File: src/rtl/sdr_chk_pkg.sv
package sdr_chk_pkg;

  localparam int unsigned ST_W = 4;

  typedef enum logic [3:0] {
    CMD_NOP  = 4'd0,
    CMD_ACT  = 4'd1,
    CMD_RD   = 4'd2,
    CMD_RDA  = 4'd3,
    CMD_WR   = 4'd4,
    CMD_WRA  = 4'd5,
    CMD_PRE  = 4'd6,
    CMD_BST  = 4'd7,
    CMD_REF  = 4'd8,
    CMD_LMR  = 4'd9
  } cmd_e;

  typedef enum logic [ST_W-1:0] {
    BS_IDLE   = 4'd0,
    BS_OPEN   = 4'd1,
    BS_ACTIVE = 4'd2,
    BS_READ   = 4'd3,
    BS_WRITE  = 4'd4,
    BS_RDA    = 4'd5,
    BS_WRA    = 4'd6,
    BS_APRE   = 4'd7,
    BS_PRE    = 4'd8
  } bank_st_e;

  typedef enum logic [2:0] {
    ERR_NONE     = 3'd0,
    ERR_STATE    = 3'd1,
    ERR_NOT_IDLE = 3'd2,
    ERR_CONTEND  = 3'd3,
    ERR_AP       = 3'd4,
    ERR_OPCODE   = 3'd5
  } err_e;

  function automatic logic is_rw(cmd_e c);
    return (c == CMD_RD) || (c == CMD_RDA) || (c == CMD_WR) || (c == CMD_WRA);
  endfunction

endpackage

File: src/rtl/sdr_bank_fsm.sv
module sdr_bank_fsm
  import sdr_chk_pkg::*;
#(
  parameter int unsigned T_RCD     = 3,
  parameter int unsigned T_RP      = 3,
  parameter int unsigned T_WR      = 2,
  parameter int unsigned BURST_LEN = 4
) (
  input  logic     clk_i,
  input  logic     rst_ni,
  input  logic     hit_i,
  input  cmd_e     cmd_i,
  output bank_st_e state_o
);

  localparam int unsigned BURST_CYC = BURST_LEN / 2;
  localparam int unsigned WR_CYC    = BURST_CYC + T_WR;
  localparam int unsigned MAX_A     = (T_RCD > T_RP) ? T_RCD : T_RP;
  localparam int unsigned MAX_CYC   = (MAX_A > WR_CYC) ? MAX_A : WR_CYC;
  localparam int unsigned CNT_W     = $clog2(MAX_CYC + 1);

  bank_st_e         st_q, st_d;
  logic [CNT_W-1:0] cnt_q, cnt_d;
  logic             timed;

  function automatic logic [CNT_W-1:0] first_cnt(int unsigned cyc);
    return CNT_W'(cyc - 1);
  endfunction

  assign timed = st_q inside {BS_OPEN, BS_READ, BS_WRITE, BS_RDA, BS_WRA, BS_APRE, BS_PRE};

  always_comb begin
    st_d  = st_q;
    cnt_d = cnt_q;
    if (timed) begin
      if (cnt_q == CNT_W'(1)) begin
        unique case (st_q)
          // precharge phase starts one cycle later than a phase entered by a command
          BS_RDA, BS_WRA: begin
            st_d  = BS_APRE;
            cnt_d = CNT_W'(T_RP);
          end
          BS_APRE, BS_PRE: st_d = BS_IDLE;
          default:         st_d = BS_ACTIVE;
        endcase
      end else begin
        cnt_d = cnt_q - 1'b1;
      end
    end
    if (hit_i) begin
      case (cmd_i)
        CMD_ACT: begin
          st_d  = BS_OPEN;
          cnt_d = first_cnt(T_RCD);
        end
        CMD_RD: begin
          st_d  = BS_READ;
          cnt_d = first_cnt(BURST_CYC);
        end
        CMD_RDA: begin
          st_d  = BS_RDA;
          cnt_d = first_cnt(BURST_CYC);
        end
        CMD_WR: begin
          st_d  = BS_WRITE;
          cnt_d = first_cnt(WR_CYC);
        end
        CMD_WRA: begin
          st_d  = BS_WRA;
          cnt_d = first_cnt(WR_CYC);
        end
        CMD_PRE: begin
          if (st_q == BS_ACTIVE) begin
            st_d  = BS_PRE;
            cnt_d = first_cnt(T_RP);
          end
        end
        CMD_BST: begin
          st_d  = BS_ACTIVE;
          cnt_d = '0;
        end
        default: ;
      endcase
    end
  end

  always_ff @(posedge clk_i or negedge rst_ni) begin
    if (!rst_ni) begin
      st_q  <= BS_IDLE;
      cnt_q <= '0;
    end else begin
      st_q  <= st_d;
      cnt_q <= cnt_d;
    end
  end

  assign state_o = st_q;

endmodule

File: config.mk
export PLATFORM = sky130hd
export DESIGN_NAME = sdr_bank_fsm
export DESIGN_NICKNAME = d
export VERILOG_FILES = /design/src/rtl/sdr_chk_pkg.sv /design/src/rtl/sdr_bank_fsm.sv
export SDC_FILE = /design/constraint.sdc
export NUM_CORES = 1
export LEC_CHECK = 0
export BUFFER_PORTS_ARGS = -buffer_cell sky130_fd_sc_hd__buf_2
export CORE_MARGIN = 5
export CORE_UTILIZATION = 45
export DETAILED_ROUTE_END_ITERATION = 7
export PLACE_DENSITY_LB_ADDON = 0.08
export SLEW_MARGIN = 20
export SYNTH_ARGS = -nofsm -noshare
export SYNTH_HDL_FRONTEND = slang
export SYNTH_SLANG_ARGS = --single-unit
File: constraint.sdc
create_clock -name clk_i -period 3.13 [get_ports clk_i]
set_clock_uncertainty 0.05 [all_clocks]
set_input_delay 0.939 -clock clk_i [delete_from_list [all_inputs] [get_ports clk_i]]
set_output_delay 0.939 -clock clk_i [all_outputs]
set_load 0.01 [all_outputs]
==> results.sh <==
export IMPL_outcome="finished clean"
export IMPL_avgSynthCellArea_um2=7.98
export IMPL_netlist_top_cells_area="dfrtp_1 30%, nand2_1 5.1%, a21oi_1 4.2%"
export IMPL_setup_tns_ps=0
export IMPL_yosysTopAreaCell="dfrtp_1"
export IMPL_p_leak_nw=0.297
export IMPL_drive_gt1_share_pct=20.5
export IMPL_crit_path_cell_trace="buf_2"
export IMPL_setup_viol=0
export IMPL_slew_headroom_pct=70.9
export IMPL_yosysSeqAreaShare_pct=29.7
export IMPL_synth_top_area_share_pct=29.7
export IMPL_clk_latency_ps=260
export IMPL_rows=13
export IMPL_die_width_um=46.2
export IMPL_grt_setup_unrepaired="false"
export IMPL_hp_class="in2async"
export IMPL_vias=566
export IMPL_diodes=0
export IMPL_synth_fp_nets=83
export IMPL_gp_congestion=0.773
export IMPL_drcViolationCount=0
export IMPL_numPortBuffers=10
export IMPL_postRouteAntennaNets=0
export IMPL_grt_max_degree=13
export IMPL_antenna_found_initial=0
export IMPL_grt_pass1_vias=496
export IMPL_synth_most_common_cell="nand2_1"
export IMPL_ys_top_cells_by_count="8 x nand2_1, 7 x dfrtp_1, 6 x nor2_1"
export IMPL_grt_pass1_wl_um=2150
export IMPL_die_area_um2=2140
export IMPL_post_drt_wl_per_cell_um=13.3
export IMPL_cts_hold_fix_buffers=0
export IMPL_viasPerCell=5.78
export IMPL_path_clk_slew_ps=60
export IMPL_critPathArrivalTime_ps=950
export IMPL_firstDrtPassIters=4
export IMPL_cellPowerDensity_nw_per_um2=936
export IMPL_cts_setup_buffers=0
export IMPL_fin_crit_sh_pct=61.8
export IMPL_report_final_slew_viol_count=0
export IMPL_async_flop_share_pct=100
export IMPL_cap_violations=0
export IMPL_initialDrtViolationCount=20
export IMPL_core_area_um2=1270
export IMPL_dp_slack_ps=1130
export IMPL_worst_slack_ps=1190
export IMPL_finalCriticalPeriod_ps=1940
export IMPL_startpoint_type="flip-flop"
export IMPL_worst_pin_slew_ps=436
export IMPL_io_pins=11
export IMPL_timing_fmax_mhz=517
export IMPL_clock_sinks=7
export IMPL_die_h_um=46.2
export IMPL_placed_area_um2=633
export IMPL_fin_nets=93
export IMPL_syn_area_um2=591
export IMPL_area_delta_synth_final_pct=11.9
export IMPL_cp_slowest_cell="dfrtp_1"
export IMPL_path_class="reg2out"
export IMPL_overflow=0
export IMPL_syn_inst=74
export IMPL_cts_buffers=3
export IMPL_synth_warnings=0
export IMPL_start_util_pct=46.5
export IMPL_worstPathRequired_ps=2140
export IMPL_wirelength_um=1310
export IMPL_design_area_um2=661
export IMPL_cp_top_family="flip-flops"
export IMPL_ys_seq_elements=7
export IMPL_synth_edf_count=0
export IMPL_ys_flop_type="dfrtp_1"
export IMPL_cp_end_kind="output port"
export IMPL_cts_tree="done"
export IMPL_clock_path_buffers=2
export IMPL_finalHoldViolCount=0
export IMPL_synthDistinctLibCells=33
export IMPL_cts_resized=0
export IMPL_cts_root_buf="clkbuf_4"
export IMPL_slowest_delay_ps=490
export IMPL_r2r_slack_ps=1200
export IMPL_crit_fanout=9
export IMPL_gr_usage_all_layers_pct=14.6
export IMPL_ir_drop_uv=467
export IMPL_critPathBufInv=1
export IMPL_htreeDepth=1
path summary, 6_finish.rpt:
check                                     startpoint                    to  cells after the start
worst min-delay path                          rst_ni    cnt_q[1]$_DFF_PN0_                      1
min in group clk_i                cnt_q[2]$_DFF_PN0_    cnt_q[2]$_DFF_PN0_                      2
max in group asynchronous                     rst_ni  state_o[0]$_DFF_PN0_                      1
worst max-delay path            state_o[0]$_DFF_PN0_            state_o[0]                      1
worst min register to register    cnt_q[2]$_DFF_PN0_    cnt_q[2]$_DFF_PN0_                      2
worst max register to register  state_o[2]$_DFF_PN0_    cnt_q[1]$_DFF_PN0_                      5
cells in the final DEF (no fill, tap or decap), types with 2 or more instances in the layout:
master	instances
nand2b_1	2
mux2i_1	2
a21oi_1	5
nor2b_1	3
a31oi_1	3
nor2_1	6
o22ai_1	4
nor3_1	3
nand2_1	8
ha_1	2
buf_2	10
inv_1	3
clkbuf_4	3
dfrtp_1	7
o21ai_0	3
layer usage:
metal | global-route usage, % | part of all wire, % | vias up
met5 | 0 | 0 | -
met2 | 22.0 | 48 | 16
met1 | 18.7 | 46 | 261
met4 | 10.2 | 1.5 | 0
li1 | - | - | 286
met3 | 2.34 | 4.6 | 3
metrics by stage:
step / power, mW / instances / hold WS [ps] / util, %
2_1_floorplan: 0.459 / 74 / 475 / -
3_3_place_gp: 0.534 / 94 / 503 / 49.9
3_5_place_dp: 0.536 / 94 / 513 / 49.9
4_1_cts: 0.621 / 98 / 459 / 52.1
5_1_grt: 0.681 / 98 / 468 / 52.1
6_report: 0.619 / 98 / 453 / 52.1
flip-flops by register name (all words and copies together), names as in the netlist:
register,flops
cnt_q,3
state_o,4
cell type report:
cell class	count	area [µm²]
Fill cell	133	608
Sequential cell	7	175
Tap cell	15	18.8
Clock inverter	1	5.00
Multi-Input combinational cell	59	378
Inverter	3	11.3
Timing Repair Buffer	10	50.0
Clock buffer	3	22.5
logic make-up (layout without fill, tap and decap cells):
logic type | count (synthesis) | in the layout | share of synthesized area (%)
AND/OR/NAND/NOR | 29 | 29 | 26.3
adder cells (fa/ha/maj) | 2 | 2 | 4.24
flip-flops | 7 | 7 | 29.7
XOR/XNOR | 2 | 2 | 2.97
multiplexers | 2 | 2 | 3.39
buffers and inverters | 8 | 17 | 6.35
AO/OA/AOI/OAI | 24 | 24 | 27.1
power breakdown:
part           switching [mW]  leakage [nW]  total, mW  internal (mW)
clock network          0.0376        0.0177     0.0845         0.0469
logic                   0.187         0.198      0.341          0.154
registers              0.0613        0.0810      0.194          0.132
Note: power is estimated with default switching activity, not from simulation.
